### src/rtl/bw_alu_pkg.sv
package bw_alu_pkg;

  localparam int OP_BITS = 4;

  typedef enum logic [OP_BITS-1:0] {
    OP_ADD  = 4'd0,
    OP_ADDC = 4'd1,
    OP_SUB  = 4'd2,
    OP_SUBC = 4'd3,
    OP_CMP  = 4'd4,
    OP_DADD = 4'd5,
    OP_AND  = 4'd6,
    OP_BIT  = 4'd7,
    OP_BIC  = 4'd8,
    OP_BIS  = 4'd9,
    OP_XOR  = 4'd10,
    OP_RRA  = 4'd11,
    OP_RRC  = 4'd12,
    OP_SWPB = 4'd13,
    OP_SXT  = 4'd14,
    OP_RSVD = 4'd15
  } op_e;

  typedef enum logic [3:0] {
    U_ADD, U_BCD, U_AND, U_BIC, U_OR, U_XOR,
    U_RRA, U_RRC, U_SWP, U_SXT, U_NONE
  } unit_e;

  typedef enum logic [1:0] {
    CIN_ZERO = 2'd0,
    CIN_ONE  = 2'd1,
    CIN_FLAG = 2'd2
  } cin_e;

  typedef struct packed {
    unit_e unit;
    logic  invSrc;
    cin_e  cinSel;
    logic  narrow;
    logic  wr;
    logic  logicRule;
  } strobe_t;

endpackage

### src/rtl/bw_alu_ctrl.sv
module bw_alu_ctrl
  import bw_alu_pkg::*;
(
  input  logic [OP_BITS-1:0] op,
  input  logic               byteMode,
  output strobe_t            strobe
);

  always_comb begin
    strobe           = '0;
    strobe.unit      = U_NONE;
    strobe.cinSel    = CIN_ZERO;
    strobe.wr        = 1'b1;
    strobe.narrow    = byteMode;
    case (op_e'(op))
      OP_ADD:  strobe.unit = U_ADD;
      OP_ADDC: begin strobe.unit = U_ADD; strobe.cinSel = CIN_FLAG; end
      OP_SUB:  begin strobe.unit = U_ADD; strobe.invSrc = 1'b1; strobe.cinSel = CIN_ONE; end
      OP_SUBC: begin strobe.unit = U_ADD; strobe.invSrc = 1'b1; strobe.cinSel = CIN_FLAG; end
      OP_CMP:  begin
        strobe.unit = U_ADD; strobe.invSrc = 1'b1; strobe.cinSel = CIN_ONE; strobe.wr = 1'b0;
      end
      OP_DADD: strobe.unit = U_BCD;
      OP_AND:  begin strobe.unit = U_AND; strobe.logicRule = 1'b1; end
      OP_BIT:  begin strobe.unit = U_AND; strobe.logicRule = 1'b1; strobe.wr = 1'b0; end
      OP_BIC:  begin strobe.unit = U_BIC; strobe.logicRule = 1'b1; end
      OP_BIS:  begin strobe.unit = U_OR;  strobe.logicRule = 1'b1; end
      OP_XOR:  begin strobe.unit = U_XOR; strobe.logicRule = 1'b1; end
      OP_RRA:  strobe.unit = U_RRA;
      OP_RRC:  strobe.unit = U_RRC;
      OP_SWPB: begin strobe.unit = U_SWP; strobe.logicRule = 1'b1; strobe.narrow = 1'b0; end
      OP_SXT:  begin strobe.unit = U_SXT; strobe.logicRule = 1'b1; strobe.narrow = 1'b0; end
      default: begin strobe.unit = U_NONE; strobe.wr = 1'b0; end
    endcase
  end

endmodule

### src/rtl/bw_alu_dp.sv
module bw_alu_dp
  import bw_alu_pkg::*;
#(
  parameter int WIDTH = 16
) (
  input  strobe_t          strobe,
  input  logic [WIDTH-1:0] src,
  input  logic [WIDTH-1:0] dst,
  input  logic             carryIn,
  output logic [WIDTH-1:0] res,
  output logic             nOut,
  output logic             zOut,
  output logic             cOut,
  output logic             vOut
);

  localparam int HALF   = WIDTH / 2;
  localparam int DIGITS = WIDTH / 4;

  logic [WIDTH-1:0] bOp;
  logic             cin;
  logic [WIDTH:0]   sumWord;
  logic [HALF:0]    sumByte;
  logic [WIDTH-1:0] bcdSum;
  logic [DIGITS:0]  digitCarry;
  logic [WIDTH-1:0] raw;
  logic             rawCarry;
  logic             aTop, bTop, rTop;

  assign bOp = strobe.invSrc ? ~src : src;

  always_comb begin
    case (strobe.cinSel)
      CIN_ONE:  cin = 1'b1;
      CIN_FLAG: cin = carryIn;
      default:  cin = 1'b0;
    endcase
  end

  assign sumWord = {1'b0, dst} + {1'b0, bOp} + {{WIDTH{1'b0}}, cin};
  assign sumByte = {1'b0, dst[HALF-1:0]} + {1'b0, bOp[HALF-1:0]} + {{HALF{1'b0}}, cin};

  assign digitCarry[0] = carryIn;
  for (genvar g = 0; g < DIGITS; g++) begin : g_digit
    logic [4:0] digitRaw;
    logic       fix;
    assign digitRaw = {1'b0, dst[4*g +: 4]} + {1'b0, src[4*g +: 4]} + {4'b0, digitCarry[g]};
    assign fix      = digitRaw > 5'd9;
    assign bcdSum[4*g +: 4] = fix ? (digitRaw[3:0] + 4'd6) : digitRaw[3:0];
    assign digitCarry[g+1]  = fix;
  end

  always_comb begin
    raw      = '0;
    rawCarry = 1'b0;
    case (strobe.unit)
      U_ADD: begin
        raw      = sumWord[WIDTH-1:0];
        rawCarry = strobe.narrow ? sumByte[HALF] : sumWord[WIDTH];
      end
      U_BCD: begin
        raw      = bcdSum;
        rawCarry = strobe.narrow ? digitCarry[DIGITS/2] : digitCarry[DIGITS];
      end
      U_AND: raw = src & dst;
      U_BIC: raw = ~src & dst;
      U_OR:  raw = src | dst;
      U_XOR: raw = src ^ dst;
      U_RRA: begin
        raw      = {dst[WIDTH-1], dst[WIDTH-1:1]};
        if (strobe.narrow) raw[HALF-1] = dst[HALF-1];
        rawCarry = dst[0];
      end
      U_RRC: begin
        raw      = {carryIn, dst[WIDTH-1:1]};
        if (strobe.narrow) raw[HALF-1] = carryIn;
        rawCarry = dst[0];
      end
      U_SWP: raw = {dst[HALF-1:0], dst[WIDTH-1:HALF]};
      U_SXT: raw = {{HALF{dst[HALF-1]}}, dst[HALF-1:0]};
      default: raw = '0;
    endcase
  end

  assign res  = strobe.narrow ? {{HALF{1'b0}}, raw[HALF-1:0]} : raw;
  assign aTop = strobe.narrow ? dst[HALF-1] : dst[WIDTH-1];
  assign bTop = strobe.narrow ? bOp[HALF-1] : bOp[WIDTH-1];
  assign rTop = strobe.narrow ? res[HALF-1] : res[WIDTH-1];

  always_comb begin
    nOut = rTop;
    zOut = (res == '0);
    cOut = rawCarry;
    vOut = (strobe.unit == U_ADD) && (aTop == bTop) && (rTop != aTop);
    if (strobe.logicRule) begin
      cOut = ~zOut;
      vOut = 1'b0;
    end
    if (strobe.unit == U_NONE) begin
      nOut = 1'b0;
      zOut = 1'b0;
      cOut = carryIn;
      vOut = 1'b0;
    end
  end

endmodule

### src/rtl/bw_alu.sv
module bw_alu
  import bw_alu_pkg::*;
#(
  parameter int WIDTH = 16
) (
  input  logic               clk,
  input  logic               rstN,
  input  logic               inValid,
  input  logic [OP_BITS-1:0] op,
  input  logic [WIDTH-1:0]   src,
  input  logic [WIDTH-1:0]   dst,
  input  logic               byteMode,
  input  logic               carryIn,
  output logic               outValid,
  output logic [WIDTH-1:0]   result,
  output logic               writeEn,
  output logic               flagN,
  output logic               flagZ,
  output logic               flagC,
  output logic               flagV
);

  strobe_t          strobe;
  logic [WIDTH-1:0] dpRes;
  logic             dpN, dpZ, dpC, dpV;

  bw_alu_ctrl u_ctrl (
    .op       (op),
    .byteMode (byteMode),
    .strobe   (strobe)
  );

  bw_alu_dp #(.WIDTH(WIDTH)) u_dp (
    .strobe  (strobe),
    .src     (src),
    .dst     (dst),
    .carryIn (carryIn),
    .res     (dpRes),
    .nOut    (dpN),
    .zOut    (dpZ),
    .cOut    (dpC),
    .vOut    (dpV)
  );

  always_ff @(posedge clk or negedge rstN) begin
    if (!rstN) begin
      outValid <= 1'b0;
      result   <= '0;
      writeEn  <= 1'b0;
      flagN    <= 1'b0;
      flagZ    <= 1'b0;
      flagC    <= 1'b0;
      flagV    <= 1'b0;
    end else begin
      outValid <= inValid;
      if (inValid) begin
        result  <= dpRes;
        writeEn <= strobe.wr;
        flagN   <= dpN;
        flagZ   <= dpZ;
        flagC   <= dpC;
        flagV   <= dpV;
      end
    end
  end

endmodule

### config.mk
export PLATFORM = sky130hd
export DESIGN_NAME = bw_alu
export DESIGN_NICKNAME = d
export VERILOG_FILES = /design/src/rtl/bw_alu_pkg.sv /design/src/rtl/bw_alu_ctrl.sv /design/src/rtl/bw_alu_dp.sv /design/src/rtl/bw_alu.sv
export SDC_FILE = /design/constraint.sdc
export NUM_CORES = 1
export LEC_CHECK = 0
export ABC_AREA = 1
export BUFFER_PORTS_ARGS = -buffer_cell sky130_fd_sc_hd__buf_2
export CAP_MARGIN = 20
export CORE_AREA = 2 2 95 97
export CTS_BUF_LIST = sky130_fd_sc_hd__clkbuf_8
export DETAILED_ROUTE_END_ITERATION = 12
export DIE_AREA = 0 0 97 99
export HOLD_SLACK_MARGIN = 0.03
export PLACE_DENSITY = 0.88
export RECOVER_POWER = 25
export SLEW_MARGIN = 10
export SYNTH_ARGS = -nofsm -noshare
export SYNTH_HDL_FRONTEND = slang
export SYNTH_SLANG_ARGS = --single-unit
export TNS_END_PERCENT = 20
### constraint.sdc
create_clock -name clk -period 0.8 [get_ports clk]
set_input_delay 0.08 -clock clk [delete_from_list [all_inputs] [get_ports clk]]
set_output_delay 0.08 -clock clk [all_outputs]
set_load 0.05 [all_outputs]
==> run metrics, run 1 <==
status stopped before the end; Exit stage global routing; First Err [ERROR GRT-0116] Global routing finished with congestion. Check the congestion regions in the DRC Viewer.; Avg Inst Size Synth between 5 and 6 um^2; Synth top area share 0.222; vias in the first global route roughly 8,600; clock tree root driver cell clkbuf_8; cell with the most instances after synthesis nand2_1; Netlist cell types 37; Synth Net Count 898; cts bufs inserted 3; DP Area 6580 um^2; PortBufs just over 60; Chip Height ~99 um; first-pass GRT wire length about 46 mm; flop and latch count out of synthesis 22; DP Wirelength 14.6 mm; clock sink total 22; asr flop ratio synth 1.00; CTS max path bufs 2; Routability Congestion between 1 and 1.5; I/O pins 63; Post-synth top cells nand2_1 (270), inv_1 (114), nand3_1 (85); site row count 34; dominant synthesized flop cell dfrtp_1; synth warn 0; largest net degree at the start of global routing 27; post-synthesis sequential area ratio 0.121; Die W slightly below 100 um; Initial Util 0.533; Overflow after GRT 1; area leader, netlist nand2_1; Synth Cell Area roughly 4600 um^2; Tot GR Track Use 0.622; cell count after synthesis 798; CTS HTree Levels 1; largest cells by area after synthesis nand2_1 (22%), ha_1 (13%), dfrtp_1 (12%); EDFF count, synth 0
## what timing repair did
action                                 in CTS
resized for setup                          90
endpoints found under the hold margin      22
pin swaps                                  35
buffers inserted                           62
hold buffers                                1
setup endpoints to repair                  43
## metal layers
metal,GRT overflow,GRT usage
met3,0,0.423
met1,0,0.620
met4,0,0.597
met2,1,0.847
met5,0,0.0564
## cells by family after synthesis
logic type                 count (synthesis)  synth area share
AOI/OAI and AO/OA                         93             0.116
xor gates and xnor gates                  20            0.0385
adders and majority gates                 59             0.179
buffers and inverters                    131             0.110
DFF                                       22             0.121
and+or+nand+nor                          473             0.436
## metrics by stage
step                      hold WS (ns)  instances  setup slack, ns
after floorplan                 -0.216        798            -5.49
after CTS                        0.139       1227            -5.52
after detailed placement        0.0514       1161            -5.94
after global placement          0.0427       1161            -5.61
==> run 2, diff against run 1 <==
--- a/config.mk
+++ b/config.mk
@@ -8,12 +8,10 @@
 export ABC_AREA = 1
 export BUFFER_PORTS_ARGS = -buffer_cell sky130_fd_sc_hd__buf_2
 export CAP_MARGIN = 20
-export CORE_AREA = 2 2 95 97
-export CTS_BUF_LIST = sky130_fd_sc_hd__clkbuf_8
+export CORE_AREA = 2 2 110 112
 export DETAILED_ROUTE_END_ITERATION = 12
-export DIE_AREA = 0 0 97 99
-export HOLD_SLACK_MARGIN = 0.03
-export PLACE_DENSITY = 0.88
+export DIE_AREA = 0 0 112 114
+export PLACE_DENSITY_LB_ADDON = 0.15
 export RECOVER_POWER = 25
 export SLEW_MARGIN = 10
 export SYNTH_ARGS = -nofsm -noshare
==> constraint.sdc (replaced) <==
create_clock -name clk -period 1.04 [get_ports clk]
set_input_delay 0.104 -clock clk [delete_from_list [all_inputs] [get_ports clk]]
set_output_delay 0.104 -clock clk [all_outputs]
set_load 0.05 [all_outputs]
==> run metrics, run 2 <==
Worst EP required between 1 and 1.5 ns; Internal 4820 uW; Tot GR Track Use 0.321; Netlist cell types 37 (unchanged); most frequent cells in the layout buf_4 (273), nand2_1 (236), inv_1 (102); Pwr Total approximately 8700 uW; Slew headroom 0.592; cell with the most instances after synthesis nand2_1 (unchanged); Synth top area share 0.222 (unchanged); Synth Cell Area 4560 um^2 (unchanged); Post-synth top cells nand2_1 (270), inv_1 (114), nand3_1 (85) (unchanged); Hold Fails Final Rpt 0; EDFF count, synth 0 (unchanged); initial antenna violation count 0; later-pin clock latency in the skew report between 0.2 and 0.3 ns; Final Skew 0 ns; WS Path Type in -> reg; Area Growth Syn to Fin 68.9%; Core ar. roughly 12,000 um^2; CP bufs+invs 39; fraction of layout cells with a size suffix above 1 0.405; final net count around 1,200; fin crit share 6.41; Routability Congestion 1.01 (was 1.08); worst vdd ir 1490 uV; pre-CTS WS -5.76 ns (was -5.94 ns); Slew @ Worst Pin between 0.6 and 0.7 ns; hold crit path type in -> reg; status finished with violations (was stopped before the end); clock network fraction of total power 0.124; Crit path max-delay family buffers and inverters; largest cells by area after synthesis nand2_1 (22%), ha_1 (13%), dfrtp_1 (12%) (unchanged); CTS HTree Levels 1 (unchanged); antenna cells 0; area leader, netlist nand2_1 (unchanged); I/O pins 63 (unchanged); cts bufs inserted 3 (unchanged); cell count after synthesis 798 (unchanged); Wirelength per Cell ~16 um; startpoint types input port; Final Critical Period 6.67 ns; sequential power share 0.121; Psw approximately 3900 uW; Largest register FFs 16; violated checks setup timing; synth warn 0 (unchanged); Worst Path Arrival around 6.9 ns; Chip Height 114 um (was 99 um); Final Cell Area approximately 7700 um^2; asr flop ratio synth 1.00 (unchanged); vias after detailed routing roughly 6,600; largest register by flop count result; DP Wirelength 15.3 mm (was 14.6 mm); dominant synthesized flop cell dfrtp_1 (unchanged); # fillers 1,075; Synth Net Count 898 (unchanged); LEAKAGE 0.00443 uW; Die W 112 um (was 97 um); Total Routed Length roughly 21 mm; Finished Layout Cells roughly 1,300; most frequent CP cell buf_4; slowest stage cell on the critical path fa_2; Initial Util 0.389 (was 0.533); Crit Path Max Fanout 2; Detail Route Antenna Nets 0; drt pass-1 iters 5; commonest non-fill, non-tap cell in the layout buf_4; CTS tree done; final setup fails 20; site row count 40 (was 34); initial DRC count approximately 460; DRC viols 0; RSZ-0062 raised after global routing true; post-synthesis sequential area ratio 0.121 (unchanged); vias in the first global route about 6,600; flop and latch count out of synthesis 22 (unchanged); largest net degree at the start of global routing 27; clock tree root driver cell clkbuf_16 (was clkbuf_8); power density cells ~1100 nW/um^2; Reg area around 550 um^2; die area about 13,000 um^2; clock sink total 22 (unchanged); switching share of power 0.446; Avg Inst Size Synth 5.71 um^2 (unchanged); CP endpoint kind register; area of the multi-input gates roughly 3800 um^2; clk slew on worst S/H paths around 0.06 ns; placed insts 1,199 (was 1,161); DP Area 6630 um^2 (was 6580 um^2); Crit path largest cell delay about 0.40 ns; CTS max path bufs 2 (unchanged); logic gate share of total power 0.755; PortBufs 62 (unchanged); Vias/cell between 5 and 6; final worst-path setup slack -5.63 ns; fin. max-slew vios 0; Overflow after GRT 0; max frequency 150 MHz; first-pass GRT wire length between 30 and 40 mm; Max Cap Viol 0
[run 2: cell counts after synthesis]
Identical to the previous run, type by type.
[run 2: worst reg2reg max path: stages, from the launching register on]
cell and delay [ns]:
dfrtp_1 0.40, a21oi_1 0.21, nand2_1 0.08
[run 2: path summary, 6_finish.rpt]
path	from	end	depth (start not counted)	slack [ns]
worst min register to register	result[4]	result[4]	2	0.47
worst min-delay path	op[2]	writeEn	3	0.23
min in group asynchronous	rstN	result[7]	2	0.35
worst max-delay path	carryIn	flagC	56	-5.63
worst max register to register	flagC	flagC	2	0.23
max in group asynchronous	rstN	result[6]	2	0.34
[run 2: cell type report]
type,count,area share
Multi-Input combinational cell,645,0.497
Clock buffer,3,0.00976
Timing Repair Buffer,352,0.335
Tap cell,147,0.0239
Sequential cell,22,0.0716
Inverter,120,0.0589
Clock inverter,1,0.00390
[run 2: power by group through the flow]
stage	clock network (uW)	registers, uW	logic [uW]
3_5_place_dp	0	1060	4800
5_1_grt	1120	1060	7050
4_1_cts	1100	1050	5820
6_report	1080	1050	6570
2_1_floorplan	0	1520	2210
3_3_place_gp	0	1060	4710
[run 2: layer usage]
layer | vias to the layer above | wire [um] | global-route usage
met5 | - | 0 | 0
met4 | 0 | 975 | 0.142
met3 | 93 | 1540 | 0.0505
met2 | 311 | 10000 | 0.566
met1 | 3000 | 8490 | 0.388
li1 | 3239 | - | -
[run 2: kinds of logic after synthesis]
family / synth area share
buf+inv: 0.110
fa+ha+maj: 0.179
simple gates: 0.436
xor+xnor: 0.0385
flops: 0.121
compound gates: 0.116
[run 2: what timing repair did]
item | 4_1_cts | 5_1_grt
gates resized for setup | 32 | 65
endpoints found under the hold margin | 22 | 0
buffers inserted | 82 | 9
pin swaps | 25 | 43
endpoints found under the setup margin | 20 | 20
hold buffers | 1 | 0
[run 2: through the flow]
stage | utilization | hold slack [ns] | setup TNS [ns]
floorplan | - | -0.192 | -68.14
global route | 0.657 | 0.245 | -90.27
CTS | 0.637 | 0.145 | -80.88
detailed placement | 0.566 | 0.0927 | -77.94
global placement | 0.566 | 0.0799 | -74.43
finish | 0.657 | 0.233 | -86.64
Note: power is estimated with default switching activity, not from simulation.
==> run 3, diff against run 2 <==
--- a/config.mk
+++ b/config.mk
@@ -5,7 +5,6 @@
 export SDC_FILE = /design/constraint.sdc
 export NUM_CORES = 1
 export LEC_CHECK = 0
-export ABC_AREA = 1
 export BUFFER_PORTS_ARGS = -buffer_cell sky130_fd_sc_hd__buf_2
 export CAP_MARGIN = 20
 export CORE_AREA = 2 2 110 112
==> run metrics, run 3 <==
Post-synth top cells ha_1 (49), inv_1 (49), nor2_1 (49) (was nand2_1 (270), inv_1 (114), nand3_1 (85)); RSZ-0062 raised after global routing true (unchanged); Crit Path Max Fanout 4 (was 2); flop and latch count out of synthesis 22 (unchanged); Wirelength per Cell 18.2 um (was 16.3 um); Netlist cell types 75 (was 37); max frequency 152 MHz (was 150 MHz); cell count after synthesis 590 (was 798); Synth top area share 0.136 (was 0.222); clk slew on worst S/H paths 0.06 ns (about the same); CP endpoint kind register (unchanged); status finished with violations (unchanged); initial DRC count 422 (was 461); met2 Usage GRT 0.486 (was 0.566); clock network fraction of total power 0.119 (was 0.124); GRT met3 Usage 0.0218 (was 0.0505); DRC viols 0 (unchanged); Worst R2R End flagC (unchanged); WHS Path Cells 4 (was 3); Max Cap Viol 0 (unchanged); Final Critical Period 6.56 ns (was 6.67 ns); met1 usage 0.366 (was 0.388); first-pass GRT wire length 28.4 mm (was 32.9 mm); Internal 4180 uW (was 4820 uW); Vias/cell 5.63 (was 5.15); Pwr Total 7470 uW (was 8710 uW); Slew @ Worst Pin 0.544 ns (was 0.610 ns); WS Path Type in -> reg (unchanged); Hold Fails Final Rpt 0 (unchanged); Largest register FFs 16 (unchanged); commonest non-fill, non-tap cell in the layout buf_4 (unchanged); reg-to-reg slack, setup 0.15 ns (was 0.23 ns); final net count 948 (was 1,244); site row count 40 (unchanged); sequential power share 0.140 (was 0.121); startpoint types input port (unchanged); fin crit share 6.31 (was 6.41); clock sink total 22 (unchanged); dominant synthesized flop cell dfrtp_1 (unchanged); initial antenna violation count 0 (unchanged); switching share of power 0.440 (was 0.446); synth warn 0 (unchanged); Routability Congestion 0.983 (was 1.01); Tot GR Track Use 0.279 (was 0.321); slowest stage cell on the critical path fa_2 (unchanged); hold path start inValid (was op[2]); largest net degree at the start of global routing 49 (was 27); Worst EP required 1.19 ns (was 1.24 ns); die area 12,800 um^2 (unchanged); power density cells 1080 nW/um^2 (was 1130 nW/um^2); Crit path largest cell delay 0.54 ns (was 0.40 ns); Slew headroom 0.637 (was 0.592); Die W 112 um (unchanged); Overflow after GRT 0 (unchanged); hold crit path type in -> reg (unchanged); Initial Util 0.385 (was 0.389); CTS tree done (unchanged); LEAKAGE 0.00333 uW (was 0.00443 uW); Avg Inst Size Synth 7.64 um^2 (was 5.71 um^2); final setup fails 20 (unchanged); clock tree root driver cell clkbuf_16 (unchanged); GR peak layer met2 (unchanged); Psw 3290 uW (was 3880 uW); Chip Height 114 um (unchanged); most frequent cells in the layout buf_4 (210), buf_2 (59), nor2_1 (47) (was buf_4 (273), nand2_1 (236), inv_1 (102)); violated checks setup timing (unchanged); Core ar. 11,700 um^2 (unchanged); CTS HTree Levels 1 (unchanged); fin. max-slew vios 0 (unchanged); Total Routed Length 18.1 mm (was 21.0 mm); largest cells by area after synthesis ha_1 (14%), dfrtp_1 (12%), xnor2_1 (5.8%) (was nand2_1 (22%), ha_1 (13%), dfrtp_1 (12%)); Synth Net Count 690 (was 898); area leader, netlist ha_1 (was nand2_1); worst reg-to-reg path cell count 4 (was 2); logic gate share of total power 0.741 (was 0.755); worst vdd ir 1460 uV (was 1490 uV); PortBufs 62 (unchanged); Final Skew 0 ns (unchanged); Detail Route Antenna Nets 0 (unchanged); CTS max path bufs 2 (unchanged); largest register by flop count result (unchanged); EDFF count, synth 0 (unchanged); DP Wirelength 14.8 mm (was 15.3 mm); cts bufs inserted 3 (unchanged); later-pin clock latency in the skew report 0.26 ns (about the same); Finished Layout Cells 994 (was 1,290); Worst Path Arrival 6.71 ns (was 6.87 ns); antenna cells 0 (unchanged); Area Growth Syn to Fin 52.8% (was 68.9%); most frequent CP cell fa_2 (was buf_4); worst reg2reg path startpoint flagC (unchanged); post-synthesis sequential area ratio 0.122 (was 0.121); vias after detailed routing 5,601 (was 6,643); fraction of layout cells with a size suffix above 1 0.424 (was 0.405); asr flop ratio synth 1.00 (unchanged); vias in the first global route 5,565 (was 6,647); drt pass-1 iters 8 (was 5); final worst-path setup slack -5.52 ns (was -5.63 ns); I/O pins 63 (unchanged); Synth Cell Area 4510 um^2 (was 4560 um^2); Min-Delay Endpoint result[7] (was writeEn); placed insts 979 (was 1,199)
## run 3: worst max path at each step
stage | startpoint | endpoint | slack (ns) | depth (start not counted)
3_5_place_dp | carryIn | flagV | -6.04 | 33
3_3_place_gp | carryIn | flagV | -5.86 | 33
4_1_cts | src[0] | flagV | -5.54 | 34
6_report | dst[0] | flagZ | -5.52 | 35
2_1_floorplan | carryIn | flagV | -5.61 | 32
5_1_grt | dst[0] | flagC | -5.80 | 34
## run 3: timing repair
item | CTS | global route
pin swaps | 29 | 18
gates resized for setup | 28 | 28
setup endpoints to repair | 20 | 20
hold buffers | 1 | 0
buffers inserted | 4 | 6
endpoints found under the hold margin | 22 | 0
## run 3: worst max-delay path, delay by kind of cell
family | cells | cell delay (ns)
buffers and inverters | 8 | 0.69
and+or+nand+nor | 5 | 0.53
xor gates and xnor gates | 2 | 0.34
AOI/OAI and AO/OA | 10 | 1.41
adders and majority gates | 10 | 3.65
## run 3: metrics by stage
stage          hold slack [ns]  setup WS (ns)  setup TNS (ns)   util  area (um^2)
2_1_floorplan           -0.192          -5.61          -75.89      -         4590
3_3_place_gp            0.0798          -5.86          -81.29  0.553         6480
3_5_place_dp            0.0943          -6.04          -84.01  0.553         6480
4_1_cts                  0.228          -5.54          -74.11  0.574         6720
5_1_grt                  0.379          -5.80          -79.01  0.588         6890
6_report                 0.323          -5.52          -74.65  0.588         6890
## run 3: power by group through the flow
stage / Clock [uW] / Sequential, uW / Combinational [uW]
after floorplan: 0 / 1520 / 2320
after global placement: 0 / 1060 / 4830
after detailed placement: 0 / 1060 / 4940
after CTS: 903 / 1050 / 5190
after global routing: 925 / 1060 / 5950
final: 886 / 1050 / 5530
## run 3: layout make-up
| class | instances | area (um^2) |
|---|---|---|
| inverter | 49 | 186 |
| multi-input combinational | 492 | 3890 |
| timing repair buffer | 280 | 1990 |
| fill | 1142 | 4820 |
| clock buffer | 4 | 88.8 |
| tap | 147 | 184 |
| sequential | 22 | 551 |
## run 3: per-layer routing
metal | vias up | routed length, um
met5 | - | 0
met4 | 0 | 585
met3 | 46 | 1090
met2 | 244 | 8390
met1 | 2631 | 8030
li1 | 2680 | -
## run 3: kinds of logic (layout without fill, tap and decap cells)
| group | Yosys count | count (layout) | synth area share |
|---|---|---|---|
| AO/OA/AOI/OAI | 209 | 209 | 0.319 |
| AND/OR/NAND/NOR | 173 | 173 | 0.196 |
| buffers and inverters | 76 | 333 | 0.0788 |
| adder cells (fa/ha/maj) | 59 | 59 | 0.180 |
| XOR/XNOR | 37 | 37 | 0.0719 |
| flip-flops | 22 | 22 | 0.122 |
| multiplexers | 14 | 14 | 0.0319 |
==> run 4, diff against run 3 <==
--- a/config.mk
+++ b/config.mk
@@ -12,6 +12,7 @@
 export DIE_AREA = 0 0 112 114
 export PLACE_DENSITY_LB_ADDON = 0.15
 export RECOVER_POWER = 25
+export SKIP_LAST_GASP = 1
 export SLEW_MARGIN = 10
 export SYNTH_ARGS = -nofsm -noshare
 export SYNTH_HDL_FRONTEND = slang
==> run metrics, run 4 (synthesis gave the netlist of run 3 again) <==
Reg area 551 um^2 (unchanged); Overflow after GRT 0 (unchanged); switching share of power 0.440 (about the same); most frequent CP cell fa_2 (unchanged); vias in the first global route 5,506 (was 5,565); Max Cap Viol 0 (unchanged); Worst EP required 1.19 ns (about the same); CTS tree done (unchanged); Internal 4110 uW (was 4180 uW); TNS Setup -76.54 ns (was -74.65 ns); Routability Congestion 0.983 (unchanged); vias after detailed routing 5,575 (was 5,601); Area Growth Syn to Fin 50.7% (was 52.8%); Total Routed Length 18.0 mm (was 18.1 mm); Slew headroom 0.638 (was 0.637); # fillers 1,145 (was 1,142); cts bufs inserted 3 (unchanged); largest net degree at the start of global routing 49 (unchanged); drt pass-1 iters 5 (was 8); sequential power share 0.143 (was 0.140); final net count 948 (unchanged); status finished with violations (unchanged); Final Critical Period 6.61 ns (was 6.56 ns); power density cells 1080 nW/um^2 (about the same); clock network fraction of total power 0.121 (was 0.119); fin crit share 6.36 (was 6.31); DP Area 6480 um^2 (unchanged); CTS HTree Levels 1 (unchanged); Pwr Total 7330 uW (was 7470 uW); commonest non-fill, non-tap cell in the layout buf_4 (unchanged); worst reg-to-reg path cell count 4 (unchanged); clk slew on worst S/H paths 0.06 ns (about the same); logic gate share of total power 0.737 (was 0.741); Initial Util 0.385 (unchanged); Vias/cell 5.61 (was 5.63); max frequency 151 MHz (was 152 MHz); antenna cells 0 (unchanged); Psw 3220 uW (was 3290 uW); placed insts 979 (unchanged); final design utilization 0.580 (was 0.588); wl on met1 7.94 mm (was 8.03 mm); slowest stage cell on the critical path fa_2 (unchanged); hold crit path type in -> reg (unchanged); fraction of layout cells with a size suffix above 1 0.401 (was 0.424); largest register by flop count result (unchanged); WHS Path Cells 4 (unchanged); routed wl met3 1.20 mm (was 1.09 mm); RSZ-0062 raised after global routing true (unchanged); top sig layer met4 (unchanged); Crit Path Max Fanout 4 (unchanged); violated checks setup timing (unchanged); DRC viols 0 (unchanged); worst vdd ir 1460 uV (about the same); DP Wirelength 14.8 mm (unchanged); Crit path largest cell delay 0.54 ns (about the same); Chip Height 114 um (unchanged); clock sink total 22 (unchanged); LEAKAGE 0.00331 uW (was 0.00333 uW); Worst Path Arrival 6.75 ns (was 6.71 ns); Finished Layout Cells 994 (unchanged); I/O pins 63 (unchanged); final setup fails 20 (unchanged); Hold Fails Final Rpt 0 (unchanged); fin. max-slew vios 0 (unchanged); CTS max path bufs 2 (unchanged); later-pin clock latency in the skew report 0.26 ns (about the same); area of the multi-input gates 3800 um^2 (was 3890 um^2); startpoint types input port (unchanged); Tot GR Track Use 0.276 (was 0.279); site row count 40 (unchanged); Final Cell Area 6790 um^2 (was 6890 um^2); final worst-path setup slack -5.57 ns (was -5.52 ns); first-pass GRT wire length 28.2 mm (was 28.4 mm); Core ar. 11,700 um^2 (unchanged); WS Path Type in -> reg (unchanged); Largest register FFs 16 (unchanged); PortBufs 62 (unchanged); Final Skew 0 ns (unchanged); initial DRC count 441 (was 422); Die W 112 um (unchanged); routed wire length on met2 8.32 mm (was 8.39 mm); clock tree root driver cell clkbuf_16 (unchanged); Slew @ Worst Pin 0.543 ns (was 0.544 ns); Wirelength per Cell 18.1 um (was 18.2 um); initial antenna violation count 0 (unchanged); most frequent cells in the layout buf_4 (214), buf_2 (59), nor2_1 (48) (was buf_4 (210), buf_2 (59), nor2_1 (47)); CP endpoint kind register (unchanged); die area 12,800 um^2 (unchanged); Detail Route Antenna Nets 0 (unchanged)
==> run 4: worst paths after layout <==
path	start	slack (ns)	end
max in group asynchronous	rstN	0.32	flagC
max reg2reg	flagC	0.15	flagC
min reg2reg	result[14]	0.48	result[14]
min	inValid	0.32	result[7]
max	dst[0]	-5.57	flagZ
min in group asynchronous	rstN	0.36	result[3]
==> run 4: stage by stage <==
| step | hold WS, ns | setup WS (ns) |
|---|---|---|
| final | 0.322 | -5.57 |
| after global routing | 0.379 | -5.83 |
| after CTS | 0.228 | -5.54 |
| after detailed placement | 0.0943 | -6.04 |
| after global placement | 0.0798 | -5.86 |
| after floorplan | -0.192 | -5.61 |
==> run 4: timing repair <==
action / CTS / global route
gates resized for setup: 10 / 20
pin swaps: 23 / 16
setup endpoints to repair: 20 / 20
hold buffers: 1 / 0
buffers inserted: 4 / 6
endpoints found under the hold margin: 22 / 0
==> run 4: final cells by class <==
| class | count | share of cell area |
|---|---|---|
| inverters | 49 | 0.0275 |
| repair buffers | 280 | 0.291 |
| well taps | 147 | 0.0271 |
| flip-flops and latches | 22 | 0.0811 |
| clock buffers | 4 | 0.0131 |
| multi-input cells | 492 | 0.560 |
==> run 4: critical path: cells and delay by family <==
kind | cells | cell delay (ns)
AND/OR/NAND/NOR | 5 | 0.53
XOR/XNOR | 2 | 0.34
AO/OA/AOI/OAI | 10 | 1.45
buffers and inverters | 8 | 0.69
adder cells (fa/ha/maj) | 10 | 3.64
==> run 4: layer usage <==
metal,track usage,vias up
li1,-,2683
met3,0.0239,45
met5,0,-
met1,0.362,2603
met2,0.482,244
met4,0.0902,0
==> run 4: power by group through the flow <==
stage / registers, uW / logic [uW] / clock network (uW)
floorplan: 1520 / 2320 / 0
global placement: 1060 / 4830 / 0
detailed placement: 1060 / 4940 / 0
CTS: 1050 / 5100 / 903
global route: 1060 / 5810 / 925
finish: 1050 / 5400 / 885
